==> src/rtl/dmac_pkg.sv <==
package dmac_pkg;
  localparam int NUM_CH = 4;
  localparam int CH_W   = $clog2(NUM_CH);
  localparam int BYTE_W = 8;
  localparam int REG_W  = 2 * BYTE_W;

  // port offsets with fixed meaning (channel registers occupy 0..7)
  localparam logic [3:0] OFS_STATUS  = 4'd8;
  localparam logic [3:0] OFS_REQ     = 4'd9;
  localparam logic [3:0] OFS_MASK1   = 4'd10;
  localparam logic [3:0] OFS_MODE    = 4'd11;
  localparam logic [3:0] OFS_FFCLR   = 4'd12;
  localparam logic [3:0] OFS_MCLR    = 4'd13;
  localparam logic [3:0] OFS_MASKCLR = 4'd14;
  localparam logic [3:0] OFS_MASKALL = 4'd15;

  typedef enum logic [1:0] {XM_DEMAND, XM_SINGLE, XM_BLOCK, XM_CASCADE} xfer_kind_e;
  typedef enum logic [1:0] {XD_VERIFY, XD_IO2MEM, XD_MEM2IO, XD_RSVD} xfer_dir_e;

  typedef struct packed {
    xfer_kind_e kind;
    logic       down;
    logic       reload;
    xfer_dir_e  dir;
  } chan_mode_t;

  // merge one port byte into a 16-bit register according to the toggle
  function automatic logic [REG_W-1:0] pair_load(input logic [REG_W-1:0] prev,
                                                 input logic [BYTE_W-1:0] b,
                                                 input logic upper);
    if (upper) pair_load = prev | {b, {BYTE_W{1'b0}}};
    else       pair_load = {{BYTE_W{1'b0}}, b};
  endfunction

  function automatic logic [BYTE_W-1:0] pair_pick(input logic [REG_W-1:0] v,
                                                  input logic upper);
    pair_pick = upper ? v[REG_W-1:BYTE_W] : v[BYTE_W-1:0];
  endfunction

  function automatic chan_mode_t mode_decode(input logic [BYTE_W-1:0] b);
    chan_mode_t m;
    m.kind   = xfer_kind_e'(b[7:6]);
    m.down   = b[5];
    m.reload = b[4];
    m.dir    = xfer_dir_e'(b[3:2]);
    return m;
  endfunction

  function automatic logic [NUM_CH-1:0] ch_onehot(input logic [CH_W-1:0] c);
    logic [NUM_CH-1:0] v;
    v = '0;
    v[c] = 1'b1;
    return v;
  endfunction
endpackage

==> src/rtl/dmac_port_decode.sv <==
module dmac_port_decode
  import dmac_pkg::*;
(
  input  logic              wr_i,
  input  logic              rd_i,
  input  logic [3:0]        ofs_i,
  input  logic [2:0]        wsel_i,
  output logic              rd_eff_o,
  output logic              byte_acc_o,
  output logic [NUM_CH-1:0] addr_wr_o,
  output logic [NUM_CH-1:0] cnt_wr_o,
  output logic [NUM_CH-1:0] mode_wr_o,
  output logic [NUM_CH-1:0] req_clr_o,
  output logic              st_rd_o,
  output logic              cmd_wr_o,
  output logic              mask1_wr_o,
  output logic              ffclr_o,
  output logic              mclr_o,
  output logic              maskclr_o,
  output logic              maskall_o
);
  logic              chan_area;
  logic [NUM_CH-1:0] ofs_ch;

  // a write wins when both strobes are high
  assign rd_eff_o   = rd_i & ~wr_i;
  assign chan_area  = ~ofs_i[3];
  assign ofs_ch     = ch_onehot(ofs_i[CH_W:1]);
  assign byte_acc_o = (wr_i | rd_eff_o) & chan_area;

  assign addr_wr_o = (wr_i && chan_area && !ofs_i[0]) ? ofs_ch : '0;
  assign cnt_wr_o  = (wr_i && chan_area &&  ofs_i[0]) ? ofs_ch : '0;
  assign mode_wr_o = (wr_i && ofs_i == OFS_MODE) ? ch_onehot(wsel_i[CH_W-1:0]) : '0;
  assign req_clr_o = (wr_i && ofs_i == OFS_REQ && !wsel_i[2]) ?
                     ch_onehot(wsel_i[CH_W-1:0]) : '0;

  assign st_rd_o    = rd_eff_o && ofs_i == OFS_STATUS;
  assign cmd_wr_o   = wr_i && ofs_i == OFS_STATUS;
  assign mask1_wr_o = wr_i && ofs_i == OFS_MASK1;
  assign ffclr_o    = wr_i && ofs_i == OFS_FFCLR;
  assign mclr_o     = wr_i && ofs_i == OFS_MCLR;
  assign maskclr_o  = wr_i && ofs_i == OFS_MASKCLR;
  assign maskall_o  = wr_i && ofs_i == OFS_MASKALL;
endmodule

==> src/rtl/dmac_chan_regs.sv <==
module dmac_chan_regs
  import dmac_pkg::*;
(
  input  logic              clk,
  input  logic              rst_n,
  input  logic              addr_wr_i,
  input  logic              cnt_wr_i,
  input  logic              upper_i,
  input  logic [BYTE_W-1:0] wbyte_i,
  input  logic              mode_wr_i,
  input  chan_mode_t        mode_i,
  input  logic              wb_en_i,
  input  logic [REG_W-1:0]  wb_addr_i,
  input  logic [REG_W-1:0]  wb_cnt_i,
  output logic [REG_W-1:0]  base_addr_o,
  output logic [REG_W-1:0]  cur_addr_o,
  output logic [REG_W-1:0]  base_cnt_o,
  output logic [REG_W-1:0]  cur_cnt_o,
  output chan_mode_t        mode_o
);
  always_ff @(posedge clk or negedge rst_n) begin
    if (!rst_n) begin
      base_addr_o <= '0;
      cur_addr_o  <= '0;
    end else if (addr_wr_i) begin
      base_addr_o <= pair_load(base_addr_o, wbyte_i, upper_i);
      cur_addr_o  <= pair_load(cur_addr_o, wbyte_i, upper_i);
    end else if (wb_en_i) begin
      cur_addr_o  <= wb_addr_i;
    end
  end

  always_ff @(posedge clk or negedge rst_n) begin
    if (!rst_n) begin
      base_cnt_o <= '0;
      cur_cnt_o  <= '0;
    end else if (cnt_wr_i) begin
      base_cnt_o <= pair_load(base_cnt_o, wbyte_i, upper_i);
      cur_cnt_o  <= pair_load(cur_cnt_o, wbyte_i, upper_i);
    end else if (wb_en_i) begin
      cur_cnt_o  <= wb_cnt_i;
    end
  end

  always_ff @(posedge clk or negedge rst_n) begin
    if (!rst_n)         mode_o <= '0;
    else if (mode_wr_i) mode_o <= mode_i;
  end


  low_load_chk: assert property (@(posedge clk) disable iff (!rst_n)
    addr_wr_i && !upper_i |=> cur_addr_o == {{BYTE_W{1'b0}}, $past(wbyte_i)} &&
                              base_addr_o == cur_addr_o);

  writeback_chk: assert property (@(posedge clk) disable iff (!rst_n)
    wb_en_i && !addr_wr_i |=> cur_addr_o == $past(wb_addr_i) && $stable(base_addr_o));
endmodule

==> src/rtl/dmac_ctrl_regs.sv <==
module dmac_ctrl_regs
  import dmac_pkg::*;
(
  input  logic              clk,
  input  logic              rst_n,
  input  logic              byte_acc_i,
  input  logic              st_rd_i,
  input  logic              cmd_wr_i,
  input  logic [NUM_CH-1:0] req_clr_i,
  input  logic              mask1_wr_i,
  input  logic              ffclr_i,
  input  logic              mclr_i,
  input  logic              maskclr_i,
  input  logic              maskall_i,
  input  logic [BYTE_W-1:0] wdata_i,
  input  logic [NUM_CH-1:0] req_set_i,
  input  logic [NUM_CH-1:0] tc_set_i,
  output logic              ff_o,
  output logic [NUM_CH-1:0] mask_o,
  output logic [BYTE_W-1:0] status_o,
  output logic [BYTE_W-1:0] cmd_o
);
  logic [NUM_CH-1:0] req_q, tc_q, req_d, tc_d;

  assign status_o = {req_q, tc_q};

  always_comb begin
    req_d = (req_q & ~req_clr_i) | req_set_i;
    tc_d  = (st_rd_i ? '0 : tc_q) | tc_set_i;
    if (mclr_i) begin
      req_d = '0;
      tc_d  = '0;
    end
  end

  always_ff @(posedge clk or negedge rst_n) begin
    if (!rst_n) begin
      req_q <= '0;
      tc_q  <= '0;
    end else begin
      req_q <= req_d;
      tc_q  <= tc_d;
    end
  end

  always_ff @(posedge clk or negedge rst_n) begin
    if (!rst_n)                 ff_o <= 1'b0;
    else if (mclr_i || ffclr_i) ff_o <= 1'b0;
    else if (byte_acc_i)        ff_o <= ~ff_o;
  end

  always_ff @(posedge clk or negedge rst_n) begin
    if (!rst_n)          mask_o <= '1;
    else if (mclr_i)     mask_o <= '1;
    else if (maskclr_i)  mask_o <= '0;
    else if (maskall_i)  mask_o <= wdata_i[NUM_CH-1:0];
    else if (mask1_wr_i) mask_o[wdata_i[CH_W-1:0]] <= wdata_i[2];
  end

  always_ff @(posedge clk or negedge rst_n) begin
    if (!rst_n)        cmd_o <= '0;
    else if (mclr_i)   cmd_o <= '0;
    else if (cmd_wr_i) cmd_o <= wdata_i;
  end


  toggle_flip_chk: assert property (@(posedge clk) disable iff (!rst_n)
    byte_acc_i |=> ff_o != $past(ff_o));

  master_clear_chk: assert property (@(posedge clk) disable iff (!rst_n)
    mclr_i |=> mask_o == '1 && status_o == '0 && !ff_o && cmd_o == '0);

  tc_read_clear_chk: assert property (@(posedge clk) disable iff (!rst_n)
    st_rd_i && tc_set_i == '0 && !mclr_i |=> tc_q == '0 && req_q == $past(req_d));

  tc_raise_chk: assert property (@(posedge clk) disable iff (!rst_n)
    tc_set_i != '0 && !mclr_i |=> (tc_q & $past(tc_set_i)) == $past(tc_set_i));
endmodule

==> src/rtl/dmac_prog_regs.sv <==
module dmac_prog_regs
  import dmac_pkg::*;
(
  input  logic                    clk,
  input  logic                    rst_n,
  input  logic                    cpu_wr,
  input  logic                    cpu_rd,
  input  logic [3:0]              cpu_ofs,
  input  logic [BYTE_W-1:0]       cpu_wdata,
  output logic [BYTE_W-1:0]       cpu_rdata,
  output logic                    cpu_rvalid,
  input  logic [NUM_CH-1:0]       eng_req_set,
  input  logic [NUM_CH-1:0]       eng_tc_set,
  input  logic [NUM_CH-1:0]       eng_wb_en,
  input  logic [NUM_CH*REG_W-1:0] eng_wb_addr,
  input  logic [NUM_CH*REG_W-1:0] eng_wb_cnt,
  output logic [NUM_CH-1:0]       eng_mask,
  output logic [BYTE_W-1:0]       eng_cmd,
  output logic [NUM_CH*REG_W-1:0] eng_base_addr,
  output logic [NUM_CH*REG_W-1:0] eng_cur_addr,
  output logic [NUM_CH*REG_W-1:0] eng_base_cnt,
  output logic [NUM_CH*REG_W-1:0] eng_cur_cnt,
  output logic [NUM_CH*2-1:0]     eng_mode_kind,
  output logic [NUM_CH-1:0]       eng_addr_down,
  output logic [NUM_CH-1:0]       eng_autoinit,
  output logic [NUM_CH*2-1:0]     eng_dir
);
  logic              rd_eff, byte_acc, st_rd, cmd_wr, mask1_wr;
  logic              ffclr, mclr, maskclr, maskall, ff;
  logic [NUM_CH-1:0] addr_wr, cnt_wr, mode_wr, req_clr;
  logic [BYTE_W-1:0] status, rd_val;
  chan_mode_t        mode_new;
  logic [REG_W-1:0]  cur_addr_a [NUM_CH];
  logic [REG_W-1:0]  cur_cnt_a  [NUM_CH];

  assign mode_new = mode_decode(cpu_wdata);

  dmac_port_decode u_dec (
    .wr_i(cpu_wr), .rd_i(cpu_rd), .ofs_i(cpu_ofs), .wsel_i(cpu_wdata[2:0]),
    .rd_eff_o(rd_eff), .byte_acc_o(byte_acc),
    .addr_wr_o(addr_wr), .cnt_wr_o(cnt_wr), .mode_wr_o(mode_wr), .req_clr_o(req_clr),
    .st_rd_o(st_rd), .cmd_wr_o(cmd_wr), .mask1_wr_o(mask1_wr), .ffclr_o(ffclr),
    .mclr_o(mclr), .maskclr_o(maskclr), .maskall_o(maskall)
  );

  dmac_ctrl_regs u_ctrl (
    .clk(clk), .rst_n(rst_n), .byte_acc_i(byte_acc), .st_rd_i(st_rd),
    .cmd_wr_i(cmd_wr), .req_clr_i(req_clr), .mask1_wr_i(mask1_wr), .ffclr_i(ffclr),
    .mclr_i(mclr), .maskclr_i(maskclr), .maskall_i(maskall), .wdata_i(cpu_wdata),
    .req_set_i(eng_req_set), .tc_set_i(eng_tc_set),
    .ff_o(ff), .mask_o(eng_mask), .status_o(status), .cmd_o(eng_cmd)
  );

  for (genvar i = 0; i < NUM_CH; i++) begin : g_ch
    chan_mode_t m;
    dmac_chan_regs u_ch (
      .clk(clk), .rst_n(rst_n),
      .addr_wr_i(addr_wr[i]), .cnt_wr_i(cnt_wr[i]), .upper_i(ff), .wbyte_i(cpu_wdata),
      .mode_wr_i(mode_wr[i]), .mode_i(mode_new),
      .wb_en_i(eng_wb_en[i]),
      .wb_addr_i(eng_wb_addr[i*REG_W +: REG_W]),
      .wb_cnt_i(eng_wb_cnt[i*REG_W +: REG_W]),
      .base_addr_o(eng_base_addr[i*REG_W +: REG_W]),
      .cur_addr_o(cur_addr_a[i]),
      .base_cnt_o(eng_base_cnt[i*REG_W +: REG_W]),
      .cur_cnt_o(cur_cnt_a[i]),
      .mode_o(m)
    );
    assign eng_cur_addr[i*REG_W +: REG_W] = cur_addr_a[i];
    assign eng_cur_cnt[i*REG_W +: REG_W]  = cur_cnt_a[i];
    assign eng_mode_kind[i*2 +: 2]        = m.kind;
    assign eng_addr_down[i]               = m.down;
    assign eng_autoinit[i]                = m.reload;
    assign eng_dir[i*2 +: 2]              = m.dir;
  end

  always_comb begin
    if (!cpu_ofs[3])
      rd_val = pair_pick(cpu_ofs[0] ? cur_cnt_a[cpu_ofs[CH_W:1]] : cur_addr_a[cpu_ofs[CH_W:1]], ff);
    else if (cpu_ofs == OFS_STATUS)
      rd_val = status;
    else
      rd_val = 8'hFF;
  end

  always_ff @(posedge clk or negedge rst_n) begin
    if (!rst_n) begin
      cpu_rdata  <= '0;
      cpu_rvalid <= 1'b0;
    end else begin
      cpu_rvalid <= rd_eff;
      if (rd_eff) cpu_rdata <= rd_val;
    end
  end


  unused_ofs_chk: assert property (@(posedge clk) disable iff (!rst_n)
    cpu_rd && !cpu_wr && cpu_ofs > OFS_STATUS |=> cpu_rvalid && cpu_rdata == 8'hFF);

  rd_wr_clash_chk: assert property (@(posedge clk) disable iff (!rst_n)
    cpu_rd && cpu_wr |=> !cpu_rvalid);
endmodule

==> config.mk <==
export PLATFORM = sky130hd
export DESIGN_NAME = dmac_prog_regs
export DESIGN_NICKNAME = d
export VERILOG_FILES = /design/src/rtl/dmac_pkg.sv /design/src/rtl/dmac_port_decode.sv /design/src/rtl/dmac_chan_regs.sv /design/src/rtl/dmac_ctrl_regs.sv /design/src/rtl/dmac_prog_regs.sv
export SDC_FILE = /design/constraint.sdc
export NUM_CORES = 1
export LEC_CHECK = 0
export ABC_AREA = 1
export BUFFER_PORTS_ARGS = -buffer_cell sky130_fd_sc_hd__buf_2
export CORE_ASPECT_RATIO = 1.75
export CORE_MARGIN = 2
export CORE_UTILIZATION = 40
export DETAILED_ROUTE_END_ITERATION = 6
export PLACE_DENSITY = 0.65
export RECOVER_POWER = 100
export SLEW_MARGIN = 5
export SYNTH_ARGS = -nofsm -noshare
export SYNTH_HDL_FRONTEND = slang
export SYNTH_HIERARCHICAL = 1
export SYNTH_SLANG_ARGS = --single-unit
==> constraint.sdc <==
create_clock -name clk -period 1.99 [get_ports clk]
set_input_delay 0.0995 -clock clk [delete_from_list [all_inputs] [get_ports clk]]
set_output_delay 0.0995 -clock clk [all_outputs]
set_load 0.01 [all_outputs]
# Word-level counts from Yosys, hierarchy flattened
# Index checks and enable logic that the tools add are counted.
op_classes:
  order_cmp: 5
  eq_ne: 8
  n_mux: 62
  n_bitwise: 27
  n_reduce_logical: 29
ops:
  columns: ["cell", "count"]
  rows:
  - ["16-bit two-way mux", 37]
  - ["16-bit OR", 16]
  - ["16-bit binary-select mux with 2-bit select", 2]
  - ["4-bit two-way mux", 11]
  - ["8-bit two-way mux", 5]
  - ["4-bit == test, second input constant", 8]
  - ["2-bit nonzero test", 10]
  - ["1-bit logical AND", 15]
  - ["4-bit OR", 2]
  - ["2-bit by 3-bit < comparator with 1-bit output, second input constant", 2]
  - ["4-bit AND", 1]
  - ["4-bit bitwise mux", 1]
  - ["1-bit demux with 2-bit select", 2]
  - ["2-bit by 1-bit >= comparator with 1-bit output, second input constant", 2]
  - ["1-bit two-way mux", 4]
  - ["4-bit NOT", 1]
  - ["4-bit nonzero test", 1]
  - ["3-bit >= comparator, second input constant", 1]
  - ["1-bit NOT", 3]
  - ["2-bit NOT with 3-bit output", 1]
  - ["1-bit AND", 2]
  - ["1-bit logical NOT", 2]
  - ["1-bit logical OR", 1]
  - ["1-bit OR", 1]
totals:
  ff_bits: 310
  input_bits: 156
  output_inout_bits: 301
  wordCells: 170

# Depth between registers and ports, before layout
# Gate-level depths: netlist (run 1).
logic_depth:
  depth_word: 9
  ltp_mapped: 11
  mapped_depth_nobuf: 9

# Hierarchy
# The synthesis (run 1) kept the hierarchy.
by_module_without_submodules:
  columns: ["module", "n_inst", "cells_each", "area_per_inst_um2", "seq_area_each_um2"]
  rows:
  - ["dmac_chan_regs at g_ch[1].u_ch ...", 3, 368, 3139.3, 1751.7]
  - ["dmac_chan_regs at g_ch[0].u_ch", 1, 363, 3049.2, 1751.7]
  - ["dmac_prog_regs", 1, 425, 2019.4, 225.2]
  - ["dmac_ctrl_regs", 1, 120, 1033.5, 530.5]
  - ["dmac_port_decode", 1, 54, 240.2, 0.0]

# Least setup slack after synthesis (run 1)
# No wires, ideal clock.
synth_timing:
  kind: "register to register"
  startpoint: "register u_ctrl.ff_o"
  endpoint: "register cpu_rdata[4]"
  t_arrival_ps: 1427
  setup_slack_ps: 447
  stages_incl_launch_ff: 9
  n_path_buf: 2
  period_less_slack_ps: 1543
  cell_sequence: "dfrtp_1 > buf_6 > inv_1 > buf_2 > nand3_1 > nand3_1 > nand3_1 > nand2_1 > nand2_1"
synth_between:
  elab_chain_len: 2
synth_lines:
  columns: ["element", "line", "text"]
  rows:
  - ["start: declaration", "dmac_ctrl_regs.sv:18", "output logic ff_o,"]
  - ["start signal: assignment", "dmac_ctrl_regs.sv:49", "else if (byte_acc_i) ff_o <= ~ff_o;"]
  - ["8-bit two-way mux", "dmac_pkg.sv:37", "pair_pick = upper ? v[REG_W-1:BYTE_W] : v[BYTE_W-1:0];"]
  - ["8-bit two-way mux", "dmac_prog_regs.sv:78", "if (!cpu_ofs[3])"]
  - ["end signal: assignment", "dmac_prog_regs.sv:92", "if (rd_eff) cpu_rdata <= rd_val;"]
  - ["end: declaration", "dmac_prog_regs.sv:10", "output logic [BYTE_W-1:0] cpu_rdata,"]
# No other way between the ends.
# A chain may end at the register's enable or synchronous reset.

# Final worst setup path (run 1)
layout_timing:
  startpoint: "register u_ctrl.ff_o"
  endpoint: "register g_ch[1].u_ch.cur_cnt_o[11]"
layout_between:
  elab_chain_len: 2
layout_lines:
  columns: ["element", "line", "text"]
  rows:
  - ["16-bit two-way mux", "dmac_pkg.sv:31", "if (upper) pair_load = prev | {b, {BYTE_W{1'b0}}};"]
  - ["16-bit two-way mux", "dmac_chan_regs.sv:37", "end else if (cnt_wr_i) begin"]
  - ["end signal: assignment", "dmac_chan_regs.sv:39", "cur_cnt_o <= pair_load(cur_cnt_o, wbyte_i, upper_i);"]
  - ["end signal: assignment", "dmac_chan_regs.sv:41", "cur_cnt_o <= wb_cnt_i;"]
  - ["end: declaration", "dmac_chan_regs.sv:18", "output logic [REG_W-1:0] cur_cnt_o,"]
# No other way between the ends.

==> metrics.txt, run 1 <==
cts hold-fix bufs=162; CTS tree=done; Worst VDD drop=0.6632 mV; main combinational cell family by area after synthesis=simple AND/OR/NAND/NOR gates; routed length per instance=around 20 um; CP Data Required Time=about 2.5 ns; minimum clock period=1.888 ns; total wire length=around 64 mm; simple-gate area share of the yosys netlist=0.3230; maximum number of pins on one net before global-route repair=64; number of max-cap violations=0; Compound-Gate Fraction of Synth Area=0.05994; Setup Fix Bufs, Post-CTS=0; ANT nets after route=0; crit path cell chain=buf_12 -> inv_2 -> nand2_8 -> nand2_8 -> inv_4 -> nand2_1 -> nand2_1; ys flop type=dfrtp_1; outcome=finished with violations; DR DRC count=0; Slew Viols, Final=0; Hold WC Path Type=input port to flip-flop; CTS buffer count=30; area leader, netlist=dfrtp_1; Synth Area in XOR/XNOR=0; post_cts resized=0; Hold Vio Cnt, Final=2; Final GP Congestion=between 0.9 and 1; die width=154.1 um; maximum level of the CTS H-tree=1; Clk Latency, worst-skew pair=0.58 ns; crit path DAT=2.36 ns; initial antenna violation count=2; average size of a mapped cell=7.628 um2; Yosys cell types=31; Max clock buf depth=3; Leakage=around 12 nW; most frequent cell after synthesis=nand2_1; Setup Total Neg Slack=0 ns; Post-Syn Area=between 15,000 and 20,000 um2; Max-Slew Margin vs Limit=0.06457; Site Rows=96; GRT overflow=0; worst slack at placement=-0.03176 ns; proportion of synthesized area in mux cells=0.01715; Setup Skew=0.009806 ns; routed via count=between 15,000 and 20,000; die height=266.6 um; synth top area cells=dfrtp_1, nand2_1, inv_1; Seq/Total Area, Yosys=0.4925; Syn. warnings=6; ys async rst share=1.000; fmax=529.6 MHz; vias in the first global route=16,410; syn nets=2,222; final setup violation count=0; #FFs+latches synth=310; WHS=-0.02064 ns; worst-margin pin slew=roughly 1.4 ns; All-Layer GR Usage=0.3039; register area=7762 um2; # IOs=457; clk slew on worst S/H paths=0.07 ns; Area Growth Syn to Fin=32.63%; Initial DRT Pass Iterations=5; Post-synth EDFFs=0; CTS Root Buffer Type=clkbuf_16; Core Region=about 40,000 um2; full die area=41,070 um2; clock sink count=310; Slowest-stage cell, CP=dfrtp_1; port buffer count=456; dpl hpwl=47.33 mm; Setup CP Type=flip-flop to flip-flop; nature of the critical path endpoint=flip-flop; layout cells sized above 1=0.1276; cell count after synthesis=2,066; Post-synth top cells=nand2_1, dfrtp_1, inv_1, nand3_1, o21ai_0; footprint of the multi-input gates=6267 um2; Final nets=2,853; Power Dens Cells=935.0 nW/um2; Vias/cell=5.012; area fraction of the dominant cell type after synthesis=0.4859; Starting Density=0.4037; fillers=3,831; worst-path fanout max=18; CP max stage delay=around 0.57 ns; area share of fa/ha/maj cells after synthesis=0; CP Launch Type=flip-flop; unrepaired setup endpoints after global routing=no; Worst Setup Slack, final=~0.10 ns; first-pass GRT wire length=about 95 mm; initial DRC count=926; Final Cycle Share=0.9488; failing checks=negative hold slack
[where the power goes]
| part | total (mW) | internal, mW | switching (mW) | leakage, nW |
|---|---|---|---|---|
| logic | 4.68 | 1.69 | 2.99 | 7.33 |
| clock network | 6.46 | 3.79 | 2.67 | 0.542 |
| registers | 8.41 | 7.46 | 0.952 | 3.82 |
| total | 19.5 | 12.9 | 6.61 | 11.7 |
[state kept, by name, summed over array words and instances (netlist names)]
signal / cells
g_ch.u_ch/base_addr_o: 64
g_ch.u_ch/base_cnt_o: 64
g_ch.u_ch/cur_addr_o: 64
g_ch.u_ch/cur_cnt_o: 64
g_ch.u_ch/mode_o: 24
cpu_rdata: 8
u_ctrl/cmd_o: 8
u_ctrl/mask_o: 4
u_ctrl/req_q: 4
u_ctrl/tc_q: 4
cpu_rvalid: 1
u_ctrl/ff_o: 1
[cell type report]
| cell class | count | area share |
|---|---|---|
| timing repair buffer | 668 | 0.1924 |
| clock inverter | 17 | 0.01281 |
| tap | 490 | 0.02933 |
| inverter | 296 | 0.05387 |
| sequential | 310 | 0.3714 |
| multi-input combinational | 1391 | 0.2998 |
| antenna | 2 | 0.0002394 |
| clock buffer | 37 | 0.04011 |
[through the flow]
| stage | util | instances | area, um2 | hold WS, ns | total power, mW |
|---|---|---|---|---|---|
| 6_report | 0.5354 | 3211 | 20900 | -0.02064 | 19.54 |
| 3_5_place_dp | 0.4790 | 2993 | 18700 | 0.05166 | 13.23 |
| 4_1_cts | 0.5489 | 3209 | 21430 | 0.001069 | 19.95 |
| 3_3_place_gp | 0.4790 | 2993 | 18700 | 0.04984 | 13.15 |
| 5_1_grt | 0.5354 | 3211 | 20900 | -0.01213 | 20.45 |
| 2_1_floorplan | - | 2066 | 15760 | -0.1961 | 10.64 |
[worst max-delay path, delay by kind of cell (launching register included)]
kind / cells / cell delay, ns
buf+inv: 3 / 0.70
flops: 1 / 0.57
simple gates: 4 / 0.48
[final timing paths]
path | to | depth (start not counted) | from | slack (ns)
worst max-delay path | g_ch[1].u_ch/cur_cnt_o[11]$_DFFE_PN0P_ | 7 | u_ctrl/ff_o$_DFFE_PN0P_ | 0.10
worst min-delay path | g_ch[2].u_ch/cur_cnt_o[15]$_DFFE_PN0P_ | 4 | eng_wb_en[2] | -0.02
worst max register to register | g_ch[1].u_ch/cur_cnt_o[11]$_DFFE_PN0P_ | 7 | u_ctrl/ff_o$_DFFE_PN0P_ | 0.10
worst min register to register | g_ch[3].u_ch/base_addr_o[3]$_DFFE_PN0P_ | 2 | g_ch[3].u_ch/base_addr_o[3]$_DFFE_PN0P_ | 0.47
max in group asynchronous | g_ch[2].u_ch/mode_o[0]$_DFFE_PN0P_ | 3 | rst_n | 0.32
min in group asynchronous | g_ch[2].u_ch/base_addr_o[12]$_DFFE_PN0P_ | 2 | rst_n | 0.38
[routing by layer]
layer	routed length [um]	global-route usage	part of all wire
met2	32990	0.5615	0.52
met5	0	0	0
met3	3628	0.03588	0.057
met4	4789	0.1963	0.075
met1	22330	0.3250	0.35
[cells by family (layout without fill, tap and decap cells)]
group | Yosys count | in the layout
compound gates | 150 | 150
buf+inv | 365 | 1018
flops | 310 | 310
mux | 24 | 24
other cells | 0 | 2
simple gates | 1217 | 1217
[cells in the final DEF, fill, tap and decap left out, types with 3 or more instances in the layout]
cell type,instances
o21ai_2,4
nor3_1,4
bufinv_16,6
dfstp_1,4
o21bai_1,52
nor3_2,7
buf_12,11
clkinv_2,4
clkbuf_1,305
nor2_1,53
clkbuf_2,4
inv_1,272
clkbuf_4,3
inv_2,18
o21ai_0,76
nand2_8,10
buf_2,158
buf_4,25
nand2_2,11
clkbuf_16,31
nor2_2,6
dlygate4sd3_1,162
nand3_1,181
inv_6,3
clkbuf_8,4
nand2_1,940
clkinv_4,3
dfrtp_1,306
a21oi_1,11
inv_4,4
mux2_2,24
No activity file was read; power rests on OpenSTA's default activity.
==> run 2: changes to the inputs <==
Settings changed: CORE_ASPECT_RATIO 1.75 to not set, CORE_UTILIZATION 40 to 53, PLACE_DENSITY 0.65 to 0.82.
==> run 2 against run 1 <==
  * Largest power group unchanged
  * Clock skew rose by 0.0039 ns
  * Flip-flop and latch count unchanged
  * Critical endpoint is now g_ch[3].u_ch/cur_addr_o[12]$_DFFE_PN0P_
  * Utilization increased by 16 points
  * The run ends with max-capacitance violations, max-slew violations left
==> metrics.txt, run 2 (same netlist as run 1, synthesis figures left out) <==
port buffer count=456 (unchanged); CP Data Required Time=2.38 ns (was 2.46 ns); full die area=31,130 um2 (was 41,070 um2); Clk Latency, worst-skew pair=0.51 ns (was 0.58 ns); first-pass GRT wire length=91.18 mm (was 95.22 mm); worst-path fanout max=19 (was 18); Area Growth Syn to Fin=30.54% (was 32.63%); crit path DAT=2.17 ns (was 2.36 ns); initial antenna violation count=0 (was 2); crit path cell chain=buf_4 -> inv_2 -> nand2_8 -> nand2_8 -> inv_6 -> nand2_1 -> nand2_1 (was buf_12 -> inv_2 -> nand2_8 -> nand2_8 -> inv_4 -> nand2_1 -> nand2_1); maximum number of pins on one net before global-route repair=58 (was 64); die width=176.4 um (was 154.1 um); CP Launch Type=flip-flop (unchanged); Core Region=29,480 um2 (was 39,040 um2); unrepaired setup endpoints after global routing=no (unchanged); most common cell after layout, fill and taps aside=nand2_1 (unchanged); CTS buffer count=34 (was 30); Setup Total Neg Slack=0 ns (unchanged); # IOs=457 (unchanged); WP buf/inv=3 (unchanged); routed via count=16,710 (was 16,090); DR DRC count=0 (unchanged); switch share=0.3338 (was 0.3384); cell family contributing the most delay on the critical path=buffers and inverters (unchanged); overall power=19.45 mW (was 19.54 mW); sequential power share=0.430 (about the same); Final nets=2,829 (was 2,853); total wire length=60.39 mm (was 63.74 mm); n_diodes=0 (was 2); CP max stage delay=0.45 ns (was 0.57 ns); Pint=12.96 mW (was 12.93 mW); clock sink count=310 (unchanged); clk slew on worst S/H paths=0.06 ns (was 0.07 ns); most frequent cells in the layout=nand2_1, clkbuf_1, dfrtp_1 (was nand2_1, dfrtp_1, clkbuf_1); Setup Skew=0.01368 ns (was 0.009806 ns); Max clock buf depth=3 (unchanged); Vias/cell=5.418 (was 5.012); Slowest-stage cell, CP=dfrtp_1 (unchanged); Worst VDD drop=0.6787 mV (was 0.6632 mV); minimum clock period=1.779 ns (was 1.888 ns); initial DRC count=1,938 (was 926); Setup Fix Bufs, Post-CTS=0 (unchanged); All-Layer GR Usage=0.3829 (was 0.3039); routed length per instance=19.58 um (was 19.85 um); failing checks=max-capacitance violations, max-slew violations (was negative hold slack); Initial DRT Pass Iterations=5 (unchanged); final setup violation count=0 (unchanged); worst slack at placement=-0.02402 ns (was -0.03176 ns); sw power=6.491 mW (was 6.615 mW); Hold Vio Cnt, Final=0 (was 2); layout cells sized above 1=0.1291 (was 0.1276); ANT nets after route=0 (unchanged); Worst path depth=7 (unchanged); fmax=562.2 MHz (was 529.6 MHz); Max-Slew Margin vs Limit=-0.08628 (was 0.06457); Comb pwr share=0.239 (about the same); Starting Density=0.5346 (was 0.4037); Leakage=11.61 nW (was 11.69 nW); Worst Hold Path Cells=5 (was 4); outcome=finished with violations (unchanged); CTS tree=done (unchanged); vias in the first global route=16,370 (was 16,410); Site Rows=63 (was 96); GRT overflow=0 (unchanged); Hold WC Path Type=input port to flip-flop (unchanged); maximum level of the CTS H-tree=2 (was 1); Power Dens Cells=945.3 nW/um2 (was 935.0 nW/um2); die height=176.4 um (was 266.6 um); Final Cycle Share=0.8938 (was 0.9488); number of max-cap violations=1 (was 0); worst-margin pin slew=1.629 ns (was 1.403 ns); Clock power frac=0.330 (about the same); Final GP Congestion=0.9925 (was 0.9593); Slew Viols, Final=54 (was 0); CTS Root Buffer Type=clkbuf_16 (unchanged); Setup CP Type=flip-flop to flip-flop (unchanged); Reg2Reg Depth=7 (unchanged); Worst Setup Slack, final=0.2113 ns (was 0.1019 ns); nature of the critical path endpoint=flip-flop (unchanged); dpl hpwl=42.40 mm (was 47.33 mm)
==> run 2: final cells by class <==
type	count	area, um2
multi-input cells	1391	6311
clock inverters	10	106.4
flip-flops and latches	310	7762
well taps	390	488.0
clock buffers	48	1027
inverters	296	1144
repair buffers	640	3735
fillers	2484	8907
==> run 2: path summary, 6_finish.rpt <==
path	startpoint	to	slack, ns
max	u_ctrl/ff_o$_DFFE_PN0P_	g_ch[3].u_ch/cur_addr_o[12]$_DFFE_PN0P_	0.21
min	eng_wb_en[0]	g_ch[0].u_ch/cur_cnt_o[10]$_DFFE_PN0P_	0.02
max reg2reg	u_ctrl/ff_o$_DFFE_PN0P_	g_ch[3].u_ch/cur_addr_o[12]$_DFFE_PN0P_	0.21
min reg2reg	cpu_rdata[1]$_DFFE_PN0P_	cpu_rdata[1]$_DFFE_PN0P_	0.48
max in group asynchronous	rst_n	u_ctrl/mask_o[3]$_DFFE_PN1P_	0.37
min in group asynchronous	rst_n	g_ch[0].u_ch/base_addr_o[9]$_DFFE_PN0P_	0.58
==> run 2: worst min-delay path, delay by kind of cell <==
| family | cells | cell delay, ns |
|---|---|---|
| AND/OR/NAND/NOR | 4 | 0.23 |
| buffers and inverters | 1 | 0.15 |
==> run 2: through the flow <==
stage | instance area (um2) | hold slack (ns) | cells | utilization
global route | 20570 | 0.02175 | 3085 | 0.6979
CTS | 21020 | 0.004302 | 3085 | 0.7131
finish | 20570 | 0.02043 | 3085 | 0.6979
detailed placement | 18510 | 0.07230 | 2889 | 0.6277
global placement | 18510 | 0.07167 | 2889 | 0.6277
floorplan | 15760 | -0.1961 | 2066 | -
==> run 2: power groups by stage <==
stage          logic [mW]  clock network, mW  registers (mW)
5_1_grt              5.11               6.72            8.45
3_5_place_dp         4.67                  0            8.36
3_3_place_gp         4.57                  0            8.35
2_1_floorplan        1.89                  0            8.75
6_report             4.65               6.43            8.37
4_1_cts              4.91               6.45            8.29
==> run 2: what timing repair did <==
item	CTS	global route
endpoints found under the setup margin	0	0
endpoints found under the hold margin	443	0
resized for setup	0	0
hold buffers	138	0
==> run 2: metal layers <==
layer,routed length (um),vias up,global-route usage
li1,-,7544,-
met1,23340,7820,0.5011
met2,27320,1045,0.5923
met3,5439,305,0.07171
met4,4299,0,0.2345
met5,0,-,0
==> run 3: changes to the inputs <==
Settings changed: ABC_AREA 1 to not set, CORE_AREA set to 2 2 180 182, CORE_MARGIN 2 to not set, CORE_UTILIZATION 53 to not set, DIE_AREA set to 0 0 182 184, PLACE_DENSITY 0.82 to 0.77.
==> run 3 against run 2 <==
  * The flow still finishes with violations (max-capacitance violations, max-slew violations)
  * Utilization fell by 4.8 points
  * Synthesized cell count fell by 42%
  * Register-to-register slack got worse by 0.04 ns
  * Global-route usage fell by 5.3 points
  * Total power rose by 19%
  * Combinational power rose by 50%
  * Area after synthesis fell by 3.1%
  * Clock-buffer cell count did not move
  * Die area rose by 7.6%
  * Sequential share of layout area rose by 0.35 points
  * Sequential power rose by 9.6%
  * Largest power group unchanged
  * Highest routed layer unchanged
==> metrics.txt, run 3 <==
outcome=finished with violations (unchanged); failing checks=max-capacitance violations, max-slew violations (unchanged); ys async rst share=1.000 (unchanged); Clk Latency, worst-skew pair=0.52 ns (was 0.51 ns); Hold WC Path Type=input port to flip-flop (unchanged); ANT nets after route=0 (unchanged); worst slack at placement=0.1521 ns (was -0.02402 ns); Max-Slew Margin vs Limit=-0.04380 (was -0.08628); Critical R2R Launch=u_ctrl/ff_o$_DFFE_PN0P_ (unchanged); clk slew on worst S/H paths=0.06 ns (about the same); Leakage=8.912 nW (was 11.61 nW); fmax=548.7 MHz (was 562.2 MHz); crit path DAT=2.23 ns (was 2.17 ns); CTS Root Buffer Type=clkbuf_16 (unchanged); cell count after synthesis=1,206 (was 2,066); Initial DRT Pass Iterations=5 (unchanged); worst-path fanout max=21 (was 19); CP Data Required Time=2.39 ns (was 2.38 ns); routed via count=13,180 (was 16,710); maximum number of pins on one net before global-route repair=61 (was 58); first-pass GRT wire length=84.21 mm (was 91.18 mm); cell family contributing the most delay on the critical path=flip-flops (was buffers and inverters); worst-margin pin slew=1.566 ns (was 1.629 ns); Yosys cell types=52 (was 31); nature of the critical path endpoint=flip-flop (unchanged); Syn. warnings=6 (unchanged); Top Metal Used=met4 (unchanged); CP max stage delay=0.61 ns (was 0.45 ns); metal3 WL=4.107 mm (was 5.439 mm); initial DRC count=1,035 (was 1,938); Vias/cell=5.857 (was 5.418); Post-Syn Area=15,280 um2 (was 15,760 um2); Setup CP Type=flip-flop to flip-flop (unchanged); Final nets=1,975 (was 2,829); DR DRC count=0 (unchanged); clock sink count=310 (unchanged); routed length per instance=24.89 um (was 19.58 um); Starting Density=0.4866 (was 0.5346); full die area=33,490 um2 (was 31,130 um2); unrepaired setup endpoints after global routing=no (unchanged); GRT overflow=0 (unchanged); Worst VDD drop=0.9219 mV (was 0.6787 mV); number of max-cap violations=1 (unchanged); Critical Path Start=u_ctrl/ff_o$_DFFE_PN0P_ (unchanged); Post-synth top cells=mux2i_1, dfrtp_1, nor2_1, mux2_2, a21oi_1 (was nand2_1, dfrtp_1, inv_1, nand3_1, o21ai_0); Hold Vio Cnt, Final=0 (unchanged); Core Region=31,390 um2 (was 29,480 um2); initial antenna violation count=2 (was 0); final setup violation count=0 (unchanged); All-Layer GR Usage=0.3301 (was 0.3829); syn nets=1,362 (was 2,222); WL met2=27.34 mm (was 27.32 mm); port buffer count=456 (unchanged); Max clock buf depth=3 (unchanged); post_cts resized=0 (unchanged); area leader, netlist=dfrtp_1 (unchanged); Final GP Congestion=0.8498 (was 0.9925); WL met1=21.87 mm (was 23.34 mm); Slowest-stage cell, CP=dfrtp_4 (was dfrtp_1); final core occ=0.6497 (was 0.6979); synth top area cells=dfrtp_1, mux2i_1, mux2_2 (was dfrtp_1, nand2_1, inv_1); Worst Setup Slack, final=0.1676 ns (was 0.2113 ns); # IOs=457 (unchanged); layout cells sized above 1=0.2226 (was 0.1291); CTS buffer count=35 (was 34); minimum clock period=1.822 ns (was 1.779 ns); WP buf/inv=2 (was 3); die width=182 um (was 176.4 um); CTS tree=done (unchanged); Seq/Total Area, Yosys=0.5081 (was 0.4925); Post-synth EDFFs=0 (unchanged); Area Growth Syn to Fin=33.50% (was 30.54%); most frequent cells in the layout=mux2i_1, clkbuf_1, dfrtp_1 (was nand2_1, clkbuf_1, dfrtp_1); Final Cycle Share=0.9158 (was 0.8938); die height=184 um (was 176.4 um); HP Start=cpu_wdata[1] (was eng_wb_en[0]); dpl hpwl=37.56 mm (was 42.40 mm); Slew Viols, Final=48 (was 54); most frequent cell after synthesis=mux2i_1 (was nand2_1); most common cell after layout, fill and taps aside=mux2i_1 (was nand2_1); CP Launch Type=flip-flop (unchanged); Setup Skew=0.02717 ns (was 0.01368 ns); Power Dens Cells=1139 nW/um2 (was 945.3 nW/um2); maximum level of the CTS H-tree=2 (unchanged); ys flop type=dfrtp_1 (unchanged); area fraction of the dominant cell type after synthesis=0.5012 (was 0.4859); #FFs+latches synth=310 (unchanged); Site Rows=65 (was 63); crit path cell chain=buf_12 -> nor2b_1 -> clkbuf_2 -> mux2_2 (was buf_4 -> inv_2 -> nand2_8 -> nand2_8 -> inv_6 -> nand2_1 -> nand2_1); average size of a mapped cell=12.67 um2 (was 7.628 um2); Setup Total Neg Slack=0 ns (unchanged); total wire length=56.00 mm (was 60.39 mm); vias in the first global route=13,960 (was 16,370)
-- run 3: cell count changes in the layout (fill, tap and decap cells not counted), moves of 40 or more --
cell      change
nand2_1     -930
mux2i_1     +324
inv_1       -257
nand3_1     -179
mux2_2       +70
a21oi_1      +62
o21bai_1     -46
nor2_1       +40
-- run 3: repair_timing --
item | 4_1_cts | 5_1_grt
setup buffers | 0 | 0
endpoints found under the setup margin | 0 | 0
hold endpoints to repair | 426 | 0
hold buffers | 138 | 0
-- run 3: logic make-up after synthesis --
| logic type | Yosys count | synth area share |
|---|---|---|
| XOR/XNOR | 1 | 0.0005734 |
| buffers and inverters | 104 | 0.04513 |
| AO/OA/AOI/OAI | 179 | 0.06708 |
| multiplexers | 448 | 0.3253 |
| flip-flops | 310 | 0.5081 |
| AND/OR/NAND/NOR | 164 | 0.05381 |
-- run 3: layout make-up --
| cell class | instances | area [um2] |
|---|---|---|
| Antenna cell | 2 | 5.005 |
| Tap cell | 402 | 503.0 |
| Fill cell | 2491 | 11000 |
| Clock inverter | 16 | 256.5 |
| Clock buffer | 48 | 1006 |
| Inverter | 14 | 52.55 |
| Multi-Input combinational cell | 792 | 6834 |
| Timing Repair Buffer | 666 | 3971 |
| Sequential cell | 310 | 7766 |
-- run 3: per-stage QoR --
stage | area [um2] | hold slack (ns) | power, mW | instances
after global placement | 18260 | 0.06276 | 15.95 | 2046
after floorplan | 15280 | -0.1961 | 12.76 | 1206
after detailed placement | 18260 | 0.05850 | 16.22 | 2046
final | 20390 | 0.04578 | 23.22 | 2250
after CTS | 20910 | 0.03747 | 23.55 | 2248
after global routing | 20390 | 0.05328 | 24.22 | 2250
-- run 3: power by group --
group          internal, mW  switching [mW]  total, mW
logic                  3.04            3.94       6.98
registers              7.85            1.31       9.17
clock network          4.35            2.73       7.08
total                  15.2            7.98       23.2
-- run 3: worst register-to-register path: stages (launching register included) --
cell and delay (ns):
dfrtp_4 0.61, buf_12 0.22, nor2b_1 0.11, clkbuf_2 0.37, mux2_2 0.40
-- run 3: path summary, 6_finish.rpt --
| path | endpoint | slack [ns] | cells after the start |
|---|---|---|---|
| hold / removal | g_ch[1].u_ch/base_addr_o[9]$_DFFE_PN0P_ | 0.05 | 3 |
| max in group asynchronous | g_ch[3].u_ch/cur_cnt_o[14]$_DFFE_PN0P_ | 0.36 | 3 |
| min in group asynchronous | g_ch[1].u_ch/base_cnt_o[4]$_DFFE_PN0P_ | 0.52 | 2 |
| hold reg to reg | g_ch[3].u_ch/base_cnt_o[8]$_DFFE_PN0P_ | 0.50 | 2 |
| setup reg to reg | g_ch[3].u_ch/base_addr_o[5]$_DFFE_PN0P_ | 0.17 | 4 |
| setup / recovery | g_ch[3].u_ch/base_addr_o[5]$_DFFE_PN0P_ | 0.17 | 4 |
-- run 3: metal layers --
metal | track usage | up-vias
li1 | - | 5638
met1 | 0.4181 | 6609
met2 | 0.5524 | 736
met3 | 0.05864 | 195
met4 | 0.1577 | 0
met5 | 0 | -
